[src/rtl/bus_seq_pkg.sv]
// Shared types for the multiplexed bus sequencer.
package bus_seq_pkg;
    localparam int KIND_W = 3;
    localparam logic [KIND_W-1:0] KIND_PASSIVE = 3'b111;

    typedef enum logic [2:0] {
        PH_IDLE = 3'd0,
        PH_T1   = 3'd1,
        PH_T2   = 3'd2,
        PH_T3   = 3'd3,
        PH_TW   = 3'd4,
        PH_T4   = 3'd5
    } phase_t;
endpackage

[src/rtl/bus_seq_fsm.sv]
// Phase controller: walks IDLE -> T1 -> T2 -> T3 -> (TW)* -> T4 and
// either returns to IDLE or starts the next T1 directly from T4.
// Assumes bus_ready is already synchronous to clk.
module bus_seq_fsm
    import bus_seq_pkg::*;
(
    input  logic   clk,
    input  logic   rst_n,
    input  logic   req_valid,
    input  logic   bus_ready,
    output logic   req_ack,
    output phase_t phase
);
    phase_t phase_nx;

    // A request is taken only when no cycle needs the lines next clock.
    assign req_ack = req_valid && (phase == PH_IDLE || phase == PH_T4);

    // Next-phase decode.
    always_comb begin
        phase_nx = phase;
        unique case (phase)
            PH_IDLE: phase_nx = req_valid ? PH_T1 : PH_IDLE;
            PH_T1:   phase_nx = PH_T2;
            PH_T2:   phase_nx = PH_T3;
            PH_T3:   phase_nx = bus_ready ? PH_T4 : PH_TW;
            PH_TW:   phase_nx = bus_ready ? PH_T4 : PH_TW;
            PH_T4:   phase_nx = req_valid ? PH_T1 : PH_IDLE;
            default: phase_nx = PH_IDLE;
        endcase
    end

    // Phase register.
    always_ff @(posedge clk) begin
        if (!rst_n) phase <= PH_IDLE;
        else        phase <= phase_nx;
    end

    p_t1_then_t2_r3: assert property (@(posedge clk) disable iff (!rst_n)
        phase == PH_T1 |=> phase == PH_T2);
    p_t2_then_t3_r3: assert property (@(posedge clk) disable iff (!rst_n)
        phase == PH_T2 |=> phase == PH_T3);
    p_wait_inserted_r4: assert property (@(posedge clk) disable iff (!rst_n)
        ((phase == PH_T3 || phase == PH_TW) && !bus_ready) |=> phase == PH_TW);
    p_ready_ends_r4: assert property (@(posedge clk) disable iff (!rst_n)
        ((phase == PH_T3 || phase == PH_TW) && bus_ready) |=> phase == PH_T4);
    p_back_to_back_r7: assert property (@(posedge clk) disable iff (!rst_n)
        (phase == PH_T4 && req_valid) |=> phase == PH_T1);
endmodule

[src/rtl/bus_seq_dpath.sv]
// Datapath: holds the accepted request, decodes the shared-line drive,
// strobe and kind from the phase, and captures read data at end of T4.
// Assumes AW and DW are both at most BW; narrower values are zero-filled.
module bus_seq_dpath
    import bus_seq_pkg::*;
#(
    parameter int AW = 20,
    parameter int DW = 16,
    parameter int BW = 20
) (
    input  logic              clk,
    input  logic              rst_n,
    input  phase_t            phase,
    input  logic              req_ack,
    input  logic              req_write,
    input  logic [KIND_W-1:0] req_kind,
    input  logic [AW-1:0]     req_addr,
    input  logic [DW-1:0]     req_wdata,
    input  logic [BW-1:0]     bus_adi,
    output logic [BW-1:0]     bus_ado,
    output logic              bus_oe,
    output logic              bus_ale,
    output logic [KIND_W-1:0] bus_kind,
    output logic [DW-1:0]     rdata,
    output logic              rdata_valid
);
    logic [AW-1:0]     addr_q;
    logic [DW-1:0]     wdata_q;
    logic              wr_q;
    logic [KIND_W-1:0] kind_q;
    logic              in_data;
    logic              in_busy;

    assign in_data = (phase == PH_T2) || (phase == PH_T3) ||
                     (phase == PH_TW) || (phase == PH_T4);
    assign in_busy = (phase == PH_T1) || (phase == PH_T2) ||
                     (phase == PH_T3) || (phase == PH_TW);

    // Request holding registers, loaded only on acceptance.
    always_ff @(posedge clk) begin
        if (!rst_n) begin
            addr_q  <= '0;
            wdata_q <= '0;
            wr_q    <= 1'b0;
            kind_q  <= KIND_PASSIVE;
        end else if (req_ack) begin
            addr_q  <= req_addr;
            wdata_q <= req_wdata;
            wr_q    <= req_write;
            kind_q  <= req_kind;
        end
    end

    // Shared-line drive: address in T1, write data in the data phases.
    always_comb begin
        bus_ado = '0;
        if (phase == PH_T1)        bus_ado = BW'(addr_q);
        else if (in_data && wr_q)  bus_ado = BW'(wdata_q);
    end

    assign bus_oe   = (phase == PH_T1) || (in_data && wr_q);
    assign bus_ale  = (phase == PH_T1);
    assign bus_kind = in_busy ? kind_q : KIND_PASSIVE;

    // Read capture on the clock that ends T4 of a read.
    always_ff @(posedge clk) begin
        if (!rst_n) begin
            rdata       <= '0;
            rdata_valid <= 1'b0;
        end else begin
            rdata_valid <= (phase == PH_T4) && !wr_q;
            if ((phase == PH_T4) && !wr_q) rdata <= bus_adi[DW-1:0];
        end
    end

    p_rvalid_after_read_r5: assert property (@(posedge clk) disable iff (!rst_n)
        rdata_valid |-> $past(phase == PH_T4 && !wr_q));
    p_request_held_r9: assert property (@(posedge clk) disable iff (!rst_n)
        (phase == PH_T2 || phase == PH_T3 || phase == PH_TW || phase == PH_T4)
        |-> ($stable(addr_q) && $stable(wdata_q) && $stable(wr_q)));
    p_release_after_t4_r6: assert property (@(posedge clk) disable iff (!rst_n)
        ($past(phase == PH_T4) && phase == PH_IDLE) |-> !bus_oe);
    p_read_released_r5: assert property (@(posedge clk) disable iff (!rst_n)
        (in_data && !wr_q) |-> !bus_oe);
endmodule

[src/rtl/mux_bus_seq.sv]
// Top of the multiplexed address/data bus sequencer: phase controller
// plus datapath. Assumes synchronous bus_ready and an external tristate.
module mux_bus_seq
    import bus_seq_pkg::*;
#(
    parameter int AW = 20,
    parameter int DW = 16,
    localparam int BW = (AW > DW) ? AW : DW
) (
    input  logic              clk,
    input  logic              rst_n,
    input  logic              req_valid,
    input  logic              req_write,
    input  logic [KIND_W-1:0] req_kind,
    input  logic [AW-1:0]     req_addr,
    input  logic [DW-1:0]     req_wdata,
    output logic              req_ack,
    output logic [DW-1:0]     rdata,
    output logic              rdata_valid,
    output logic [BW-1:0]     bus_ado,
    output logic              bus_oe,
    input  logic [BW-1:0]     bus_adi,
    output logic              bus_ale,
    output logic [KIND_W-1:0] bus_kind,
    input  logic              bus_ready
);
    phase_t phase;

    bus_seq_fsm u_fsm (
        .clk       (clk),
        .rst_n     (rst_n),
        .req_valid (req_valid),
        .bus_ready (bus_ready),
        .req_ack   (req_ack),
        .phase     (phase)
    );

    bus_seq_dpath #(.AW(AW), .DW(DW), .BW(BW)) u_dpath (
        .clk         (clk),
        .rst_n       (rst_n),
        .phase       (phase),
        .req_ack     (req_ack),
        .req_write   (req_write),
        .req_kind    (req_kind),
        .req_addr    (req_addr),
        .req_wdata   (req_wdata),
        .bus_adi     (bus_adi),
        .bus_ado     (bus_ado),
        .bus_oe      (bus_oe),
        .bus_ale     (bus_ale),
        .bus_kind    (bus_kind),
        .rdata       (rdata),
        .rdata_valid (rdata_valid)
    );

    p_ack_starts_t1_r2: assert property (@(posedge clk) disable iff (!rst_n)
        req_ack |=> (bus_ale && bus_oe));
    p_strobe_single_r3: assert property (@(posedge clk) disable iff (!rst_n)
        bus_ale |=> !bus_ale);
    p_kind_passive_idle_r8: assert property (@(posedge clk) disable iff (!rst_n)
        (!bus_oe && !req_ack && $past(!bus_oe) && bus_kind == KIND_PASSIVE) |-> !bus_ale);
endmodule

[config.mk]
export PLATFORM = sky130hd
export DESIGN_NAME = mux_bus_seq
export DESIGN_NICKNAME = d
export VERILOG_FILES = /design/src/rtl/bus_seq_pkg.sv /design/src/rtl/bus_seq_fsm.sv /design/src/rtl/bus_seq_dpath.sv /design/src/rtl/mux_bus_seq.sv
export SDC_FILE = /design/constraint.sdc
export NUM_CORES = 1
export LEC_CHECK = 0
export BUFFER_PORTS_ARGS = -buffer_cell sky130_fd_sc_hd__buf_2
export CAP_MARGIN = 10
export CORE_AREA = 2 2 63 109
export DETAILED_ROUTE_END_ITERATION = 10
export DIE_AREA = 0 0 65 111
export PLACE_DENSITY = 0.81
export REMOVE_ABC_BUFFERS = 1
export SYNTH_ARGS = -nofsm -noshare
export SYNTH_HDL_FRONTEND = slang
export SYNTH_HIERARCHICAL = 1
export SYNTH_SLANG_ARGS = --single-unit
export TNS_END_PERCENT = 100
[constraint.sdc]
create_clock -name clk -period 1.67 [get_ports clk]
set_input_delay 0.167 -clock clk [delete_from_list [all_inputs] [get_ports clk]]
set_output_delay 0.167 -clock clk [all_outputs]
set_load 0.02 [all_outputs]
==> impl_metrics.ini, run 1 <==
[synthesis]
yosysSeqAreaShare_pct = 45.7
synth_warnings = 6
synth_area_per_cell_sq_um = 10.4
syn_area_sq_um = 2630
synth_async_sr_flop_share_pct = 0
ys_types = 28
synth_cells = 253
yosys_most_used_dff = dfxtp_1
synth_area_leaders = dfxtp_1, mux2i_1, nor2b_1
synth_top_area_share_pct = 45.7
synth_top_cell_by_area = dfxtp_1
synth-seq-cells = 60
synth-edff-count = 0

[worst_setup_path]
crit_fanout = 10
critPathKind = reg -> out
ff2ff_path_depth = 7
end_kind = output port
cp.required_ns = 1.50
ff2ff_setup_slack_ns = 0.11
worst_setup_path_start_kind = flip-flop
regToRegStartpoint = u_fsm/phase[0]
reg2reg_to = u_dpath/wdata_q[5]
arrival_ns = 1.53

[run_status]
status = finished with violations
violations = negative setup slack

[global_route]
gr-usage-all-layers_pct = 19.6
grt_pass1_wl_mm = 10.7
grt_overflow_total = 0
met3_usage_pct = 4.47
use_met1_pct = 20.7
grt_max_degree = 52
grt_busiest_layer = met2
grt_pass1_vias = 2249
met2_usage_pct = 35.8
antenna_found_initial = 0

[power_and_ir_drop]
p_per_area_nw_per_um2 = 1110
netSwitchingFraction_pct = 26.0
power.switching_mw = 1.12
power_frac_clock_pct = 39.2
internal_power_mw = 3.19
irDropWorstVdd_mv = 0.733
p_comb_share_pct = 22.9
p_leak_nw = 1.78
seq_power_share_pct = 37.9

[drt]
drtPass1Iterations = 4
num_vias = 2259
viasPerCell = 4.93
route.detailed.drc = 0
drt_iter0_markers = 86
wl_per_cell_um = 14.6
ant_nets = 0
wl_mm = 6.67

[floorplan]
fp-row-count = 39
initial_core_util_pct = 41.1
pin_count = 107
core_area_sq_um = 6390
dieWidth_um = 65
die_area_sq_um = 7220
die_height_um = 111

[timing]
layout_setup_ws_ns = -0.0278
period_needed_ns = 1.70
period_share_pct = 102
final_max_slew_viol_count = 0
setup_viol = 12
timing.hold.ws_ns = 0.0696
rsz0062_at_grt = true
worstMarginPinSlew_ns = 0.328
hold_viol = 0
slew_headroom_pct = 78.1
skew_ns = 0.00453
fmax_mhz = 589

[cts]
clockRootBuffer = clkbuf_16
htree_levels = 3
cts_sinks = 60
clock_latency_ns = 0.32
cts_tree = built
cts.path.max_buffers = 2
numCtsBuffers = 9
clk_pin_slew_ns = 0.05

[cells_and_area]
n_antenna_cell = 0
drive_above_1_share_pct = 44.7
fillers = 536
nets = 435
final_cell_area_sq_um = 3890
layout_commonest_cell = buf_2
final_cell_mix = buf_2, dfxtp_1, mux2i_1, nor2b_1, nand2_1
area_growth_syn_to_layout_pct = 47.9

[placement]
place_ws_ns = 0.0735
gp_congestion = 0.739
dp_hpwl_mm = 4.07
postPlaceCellArea_sq_um = 3280
place.port_buffers = 102

[worst_hold_path]
min_path_cells = 3
whs_endpoint = u_dpath/kind_q[1]
worstHoldStart = req_kind[1]
hp-class = in -> reg

[job]
drv_cap = 0
-- cell families (layout without fill, tap and decap cells) --
kind of cell,count (synthesis),after routing,share of synthesized area (%)
buffers and inverters,22,145,5.09
AOI/OAI and AO/OA,21,21,7.37
DFF,60,60,45.7
and+or+nand+nor,90,90,18.9
muxes,57,57,21.7
xor gates and xnor gates,3,3,1.28
-- Yosys cell counts, types with 2 or more instances --
master / count
a32o_1: 16
buf_2: 7
nor3b_1: 2
and2_1: 6
nand3b_1: 3
mux2i_1: 57
clkbuf_1: 9
nand2_1: 36
dfxtp_1: 60
nor2b_1: 37
buf_6: 3
-- flip-flops by register name, indices dropped and copies added, names as in the netlist --
| signal | flops |
|---|---|
| u_dpath/addr_q | 20 |
| u_dpath/rdata | 16 |
| u_dpath/wdata_q | 16 |
| u_dpath/kind_q | 3 |
| u_fsm/phase | 3 |
| u_dpath/rdata_valid | 1 |
| u_dpath/wr_q | 1 |
-- worst max path at each step --
stage / start / end / slack [ns] / depth (start not counted)
2_1_floorplan: u_fsm/phase[0] / u_dpath/kind_q[0] / -4.21 / 4
3_3_place_gp: u_fsm/phase[0] / u_dpath/addr_q[17] / 0.13 / 5
3_5_place_dp: u_fsm/phase[0] / u_dpath/wdata_q[14] / 0.07 / 5
4_1_cts: u_fsm/phase[2] / bus_ado[9] / -0.04 / 5
5_1_grt: u_fsm/phase[2] / bus_ado[11] / -0.08 / 6
6_report: u_fsm/phase[2] / bus_ado[11] / -0.03 / 6
-- metrics by stage --
step / cells / setup TNS [ns] / total power, mW / utilization, %
2_1_floorplan: 232 / -207.48 / 2.16 / -
3_3_place_gp: 429 / 0 / 2.41 / 51.3
3_5_place_dp: 429 / 0 / 2.44 / 51.3
4_1_cts: 456 / -0.400 / 4.39 / 60.8
5_1_grt: 458 / -1.13 / 4.52 / 60.8
6_report: 458 / -0.151 / 4.31 / 60.8
-- layer usage --
layer  up-vias  routed length, um
met4         0                 89
met1      1064               2520
met3         8                366
met5         -                  0
met2        75               3700
li1       1112                  -
-- worst max-delay path, stage by stage, from the launching register on --
cell	delay, ns
dfxtp_2	0.32
buf_6	0.13
nor3b_4	0.23
buf_6	0.14
buf_12	0.12
a32o_1	0.14
buf_6	0.12
-- layout make-up --
cell class              instances  area [sq um]  area share (%)
clock buffers                  15           278            7.14
clock inverters                 1          5.00           0.129
inverters                       1          3.75          0.0965
multi-input cells             171          1370            35.1
flip-flops and latches         60          1210            31.1
well taps                      82           103            2.64
repair buffers                128           925            23.8
-- power by group through the flow --
stage	clock [mW]	combinational, mW	sequential, mW
floorplan	0	0.513	1.65
global placement	0	0.769	1.64
detailed placement	0	0.787	1.65
CTS	1.74	1.02	1.63
global route	1.81	1.06	1.65
finish	1.69	0.986	1.64
-- what timing repair did --
action,CTS,global route
resized for setup,57,18
setup endpoints to repair,25,51
buffers inserted,7,4
pin swaps,11,5
hold buffers,0,0
gates cloned,4,0
(Power assumes the default switching activity.)
==> run 2, diff against run 1 <==
--- a/config.mk
+++ b/config.mk
@@ -7,13 +7,12 @@
 export LEC_CHECK = 0
 export BUFFER_PORTS_ARGS = -buffer_cell sky130_fd_sc_hd__buf_2
 export CAP_MARGIN = 10
-export CORE_AREA = 2 2 63 109
+export CORE_AREA = 2 2 70 123
 export DETAILED_ROUTE_END_ITERATION = 10
-export DIE_AREA = 0 0 65 111
-export PLACE_DENSITY = 0.81
+export DIE_AREA = 0 0 72 125
+export PLACE_DENSITY = 0.7
 export REMOVE_ABC_BUFFERS = 1
 export SYNTH_ARGS = -nofsm -noshare
 export SYNTH_HDL_FRONTEND = slang
-export SYNTH_HIERARCHICAL = 1
 export SYNTH_SLANG_ARGS = --single-unit
 export TNS_END_PERCENT = 100
==> impl_metrics.ini, run 2 <==
[run_status]
status = finished with violations
violations = negative setup slack

[drt]
drtPass1Iterations = 6
viasPerCell = 4.70
route.detailed.drc = 0
drt_iter0_markers = 125
ant_nets = 0
wl_per_cell_um = 12.8
wl_mm = 6.51
num_vias = 2386

[power_and_ir_drop]
p_per_area_nw_per_um2 = 1070
p_leak_nw = 1.76
netSwitchingFraction_pct = 25.1
irDropWorstVdd_mv = 0.657
p_comb_share_pct = 20.4
seq_power_share_pct = 38.8
power_frac_clock_pct = 40.7
power.switching_mw = 1.05
internal_power_mw = 3.14

[synthesis]
yosysMostFrequentCell = nand2_1
synth_async_sr_flop_share_pct = 0
synth_top_cell_by_area = dfxtp_1
synth-seq-cells = 60
synth_area_per_cell_sq_um = 9.11
ys_types = 26
yosys_most_used_dff = dfxtp_1
synth-edff-count = 0
synth_area_leaders = dfxtp_1, mux2i_1, nand2_1
ys_top_cells_by_count = nand2_1, dfxtp_1, mux2i_1
synth_cells = 301
synth_warnings = 0
yosysSeqAreaShare_pct = 43.8
syn_area_sq_um = 2740
synth_top_area_share_pct = 43.8

[timing]
hold_viol = 0
setup_viol = 5
worstMarginPinSlew_ns = 0.390
period_share_pct = 100
final_max_slew_viol_count = 0
skew_ns = 0.00216
slew_headroom_pct = 74.0
rsz0062_at_grt = true
fmax_mhz = 596
setup_tns_ns = -0.0220
layout_setup_ws_ns = -0.00831
period_needed_ns = 1.68

[cells_and_area]
fin_util_pct = 48.4
final_cell_mix = nand2_1, buf_2, dfxtp_1, mux2i_1, buf_6
area_growth_syn_to_layout_pct = 42.8
fillers = 778
reg_top3 = u_dpath.addr_q: 20 flops, u_dpath.rdata: 16 flops, u_dpath.wdata_q: 16 flops
drive_above_1_share_pct = 37.0
nets = 475
layout_commonest_cell = nand2_1
layout.cells.non_filler = 508
final_cell_area_sq_um = 3920
n_antenna_cell = 0
regMostFlops = u_dpath.addr_q
largest_reg_flops = 20

[worst_setup_path]
arrival_ns = 1.51
cp_num_buf_inv = 2
ff2ff_path_depth = 7
crit_fanout = 5
path_cells = xor2_1 > and2_4 > buf_12 > or2_4 > buf_6
crit_family = simple AND/OR/NAND/NOR gates
worst_setup_path_start_kind = flip-flop
critPathKind = reg -> out
slowest_delay_ns = 0.35
reg2reg_to = u_dpath.wdata_q[15]
regToRegStartpoint = u_fsm.phase[2]
ff2ff_setup_slack_ns = 0.08
cp_slowest_cell = dfxtp_4
end_kind = output port
cp.required_ns = 1.50

[global_route]
grt_pass1_wl_mm = 10.8
grt_pass1_vias = 2386
grt_max_degree = 50
antenna_found_initial = 1
grt_overflow_total = 0
gr-usage-all-layers_pct = 15.7

[cts]
clockRootBuffer = clkbuf_16
clock_latency_ns = 0.32
cts_tree = built
holdBufCountCts = 0
numCtsBuffers = 9
clk_pin_slew_ns = 0.05
cts.path.max_buffers = 2
cts_sinks = 60
htree_levels = 3

[worst_hold_path]
worstHoldStart = bus_adi[9]
whs_endpoint = u_dpath.rdata[9]
min_path_cells = 3
hp-class = in -> reg

[floorplan]
core_area_sq_um = 8090
fp-row-count = 44
die_area_sq_um = 9000
die_height_um = 125
dieWidth_um = 72
initial_core_util_pct = 33.9
pin_count = 107

[placement]
postPlaceCellArea_sq_um = 3330
dp_cells = 482
dp_hpwl_mm = 4.38
place.port_buffers = 102
gp_congestion = 0.739
place_ws_ns = 0.155

[job]
drv_cap = 0
==> run 2: changes by cell type after synthesis, sizes merged, moves of 2 or more <==
cell | before | now
nor2 | 0 | 2
a21boi | 0 | 17
nor2b | 37 | 7
nand2b | 2 | 5
a22o | 0 | 16
buf | 12 | 17
mux2i | 57 | 41
o21ai | 2 | 0
a32o | 16 | 0
nand2 | 36 | 106
==> run 2: cell families after synthesis <==
| kind of cell | synth area share [%] |
|---|---|
| flip-flops | 43.8 |
| AND/OR/NAND/NOR | 21.8 |
| buffers and inverters | 8.03 |
| multiplexers | 15.0 |
| AO/OA/AOI/OAI | 10.2 |
| XOR/XNOR | 1.28 |
==> run 2: tightest hold or removal path, delay by kind of cell <==
kind	cells	cell delay [ns]
AO/OA/AOI/OAI	1	0.05
buffers and inverters	1	0.09
AND/OR/NAND/NOR	1	0.04
==> run 2: final cells by class <==
cell class / instances / area, sq um / area share [%]
multi-input cells: 214 / 1360 / 34.8
flip-flops and latches: 60 / 1210 / 30.8
repair buffers: 126 / 948 / 24.2
clock buffers: 15 / 278 / 7.09
well taps: 92 / 115 / 2.94
clock inverters: 1 / 5.00 / 0.128
==> run 2: power groups by stage <==
stage                     Clock (mW)  Combinational, mW  Sequential (mW)
after floorplan                    0              0.418             1.65
after global placement             0              0.723             1.64
after detailed placement           0              0.737             1.65
after CTS                       1.78              0.863             1.63
after global routing            1.84              0.930             1.64
final                           1.71              0.857             1.63
==> run 2: worst max path at each step <==
stage	startpoint	depth (start not counted)	slack (ns)	to
floorplan	u_fsm.phase[0]	3	-1.83	u_dpath.addr_q[0]
global placement	u_fsm.phase[2]	5	0.22	bus_oe
detailed placement	u_fsm.phase[0]	5	0.15	u_dpath.wdata_q[15]
CTS	u_fsm.phase[2]	5	-0.08	bus_oe
global route	u_fsm.phase[1]	5	-0.08	bus_ado[1]
finish	u_fsm.phase[2]	5	-0.008	bus_oe
==> run 2: timing repair <==
| action | in CTS | in global routing |
|---|---|---|
| pin swaps | 8 | 5 |
| cloned | 2 | 1 |
| setup buffers | 8 | 1 |
| gates resized for setup | 43 | 22 |
| endpoints found under the hold margin | 0 | 0 |
| setup endpoints to repair | 22 | 22 |
==> run 2: metrics by stage <==
stage / power [mW] / hold slack, ns
floorplan: 2.07 / 0.289
global placement: 2.37 / 0.406
detailed placement: 2.39 / 0.416
CTS: 4.27 / 0.0622
global route: 4.41 / 0.0686
finish: 4.20 / 0.0773
==> run 2: per-layer routing <==
layer / vias up / part of all wire [%] / track usage [%]
met5: - / 0 / 0
met4: 0 / 4.0 / 13.4
met3: 16 / 5.2 / 3.87
li1: 1211 / - / -
met2: 77 / 53 / 25.7
met1: 1082 / 38 / 16.4
==> run 3, diff against run 2 <==
--- a/config.mk
+++ b/config.mk
@@ -12,6 +12,7 @@
 export DIE_AREA = 0 0 72 125
 export PLACE_DENSITY = 0.7
 export REMOVE_ABC_BUFFERS = 1
+export SKIP_CTS_REPAIR_TIMING = 1
 export SYNTH_ARGS = -nofsm -noshare
 export SYNTH_HDL_FRONTEND = slang
 export SYNTH_SLANG_ARGS = --single-unit
==> impl_metrics.ini, run 3 (same netlist as run 2, synthesis figures left out) <==
[cts]
htree_levels = 3
cts_tree = built
numCtsBuffers = 9
cts_sinks = 60
clk_pin_slew_ns = 0.05
clock_latency_ns = 0.32
clockRootBuffer = clkbuf_16
cts.path.max_buffers = 2

[placement]
postPlaceCellArea_sq_um = 3330
dp_cells = 482
gp_congestion = 0.739
dp_hpwl_mm = 4.38
place_ws_ns = 0.155
place.port_buffers = 102

[power_and_ir_drop]
p_comb_share_pct = 21.4
p_leak_nw = 1.76
internal_power_mw = 3.19
netSwitchingFraction_pct = 24.9
irDropWorstVdd_mv = 0.657
total_power_mw = 4.24
p_per_area_nw_per_um2 = 1090
power_frac_clock_pct = 40.2
power.switching_mw = 1.06
seq_power_share_pct = 38.4

[timing]
setup_viol = 7
fmax_mhz = 594
slew_headroom_pct = 74.2
period_needed_ns = 1.68
worstMarginPinSlew_ns = 0.387
timing.hold.ws_ns = 0.0782
final_max_slew_viol_count = 0
period_share_pct = 101
skew_ns = 0.00220
layout_setup_ws_ns = -0.0134
rsz0062_at_grt = true
setup_tns_ns = -0.0407
hold_viol = 0

[cells_and_area]
reg_top3 = u_dpath.addr_q: 20 flops, u_dpath.rdata: 16 flops, u_dpath.wdata_q: 16 flops
final_cell_area_sq_um = 3870
drive_above_1_share_pct = 36.3
layout.cells.non_filler = 513
n_antenna_cell = 0
area_growth_syn_to_layout_pct = 41.3
layout_commonest_cell = nand2_1
regMostFlops = u_dpath.addr_q
fin_util_pct = 47.9
final_cell_mix = nand2_1, buf_2, dfxtp_1, mux2i_1, buf_4
nets = 480
largest_reg_flops = 20
fillers = 786
multi_input_area_sq_um = 1340
regArea_sq_um = 1210

[drt]
num_vias = 2414
drt_iter0_markers = 93
route.detailed.drc = 0
viasPerCell = 4.71
drtPass1Iterations = 4
wl_per_cell_um = 12.7
wl_mm = 6.53
ant_nets = 0

[worst_setup_path]
arrival_ns = 1.52
end_kind = output port
worst_setup_path_start_kind = flip-flop
crit_fanout = 11
cp.required_ns = 1.50
critPathKind = reg -> out

[job]
drv_cap = 0

[global_route]
grt_max_degree = 50
gr-usage-all-layers_pct = 14.8
antenna_found_initial = 1
grt_pass1_wl_mm = 10.2
grt_pass1_vias = 2256
grt_overflow_total = 0

[floorplan]
die_area_sq_um = 9000
die_height_um = 125
dieWidth_um = 72
initial_core_util_pct = 33.9
pin_count = 107
fp-row-count = 44
core_area_sq_um = 8090

[worst_hold_path]
hp-class = in -> reg

[run_status]
violations = negative setup slack
status = finished with violations
==> run 3: worst max-delay path, stage by stage (launching register included) <==
cell and delay, ns:
dfxtp_2 0.33, buf_6 0.12, nor3b_4 0.17, buf_4 0.15
buf_12 0.13, a22o_1 0.17, buf_6 0.12
==> run 3: worst paths after layout <==
kind,from,end,cells after the start,slack (ns)
worst max-delay path,u_fsm.phase[1],bus_ado[1],6,-0.01
worst min register to register,u_dpath.rdata[12],u_dpath.rdata[12],2,0.45
worst max register to register,u_fsm.phase[0],u_dpath.wdata_q[15],6,0.12
worst min-delay path,bus_adi[9],u_dpath.rdata[9],3,0.08
==> run 3: layout make-up <==
class                      count  area share (%)
sequential                    60            31.2
multi-input combinational    214            34.5
timing repair buffer         131            24.0
clock inverter                 1           0.129
clock buffer                  15            7.17
tap                           92            2.97
==> run 3: metal layers <==
| metal | GRT usage, % | share of wire [%] | vias to the layer above |
|---|---|---|---|
| met4 | 12.4 | 4.3 | 0 |
| met5 | 0 | 0 | - |
| met2 | 24.3 | 53 | 77 |
| met3 | 3.46 | 5.3 | 18 |
| li1 | - | - | 1218 |
| met1 | 15.6 | 37 | 1101 |
==> run 3: power groups by stage <==
stage	sequential, mW	combinational (mW)	clock (mW)
finish	1.63	0.908	1.70
global route	1.64	0.979	1.84
CTS	1.62	0.740	1.78
detailed placement	1.65	0.737	0
global placement	1.64	0.723	0
floorplan	1.65	0.418	0
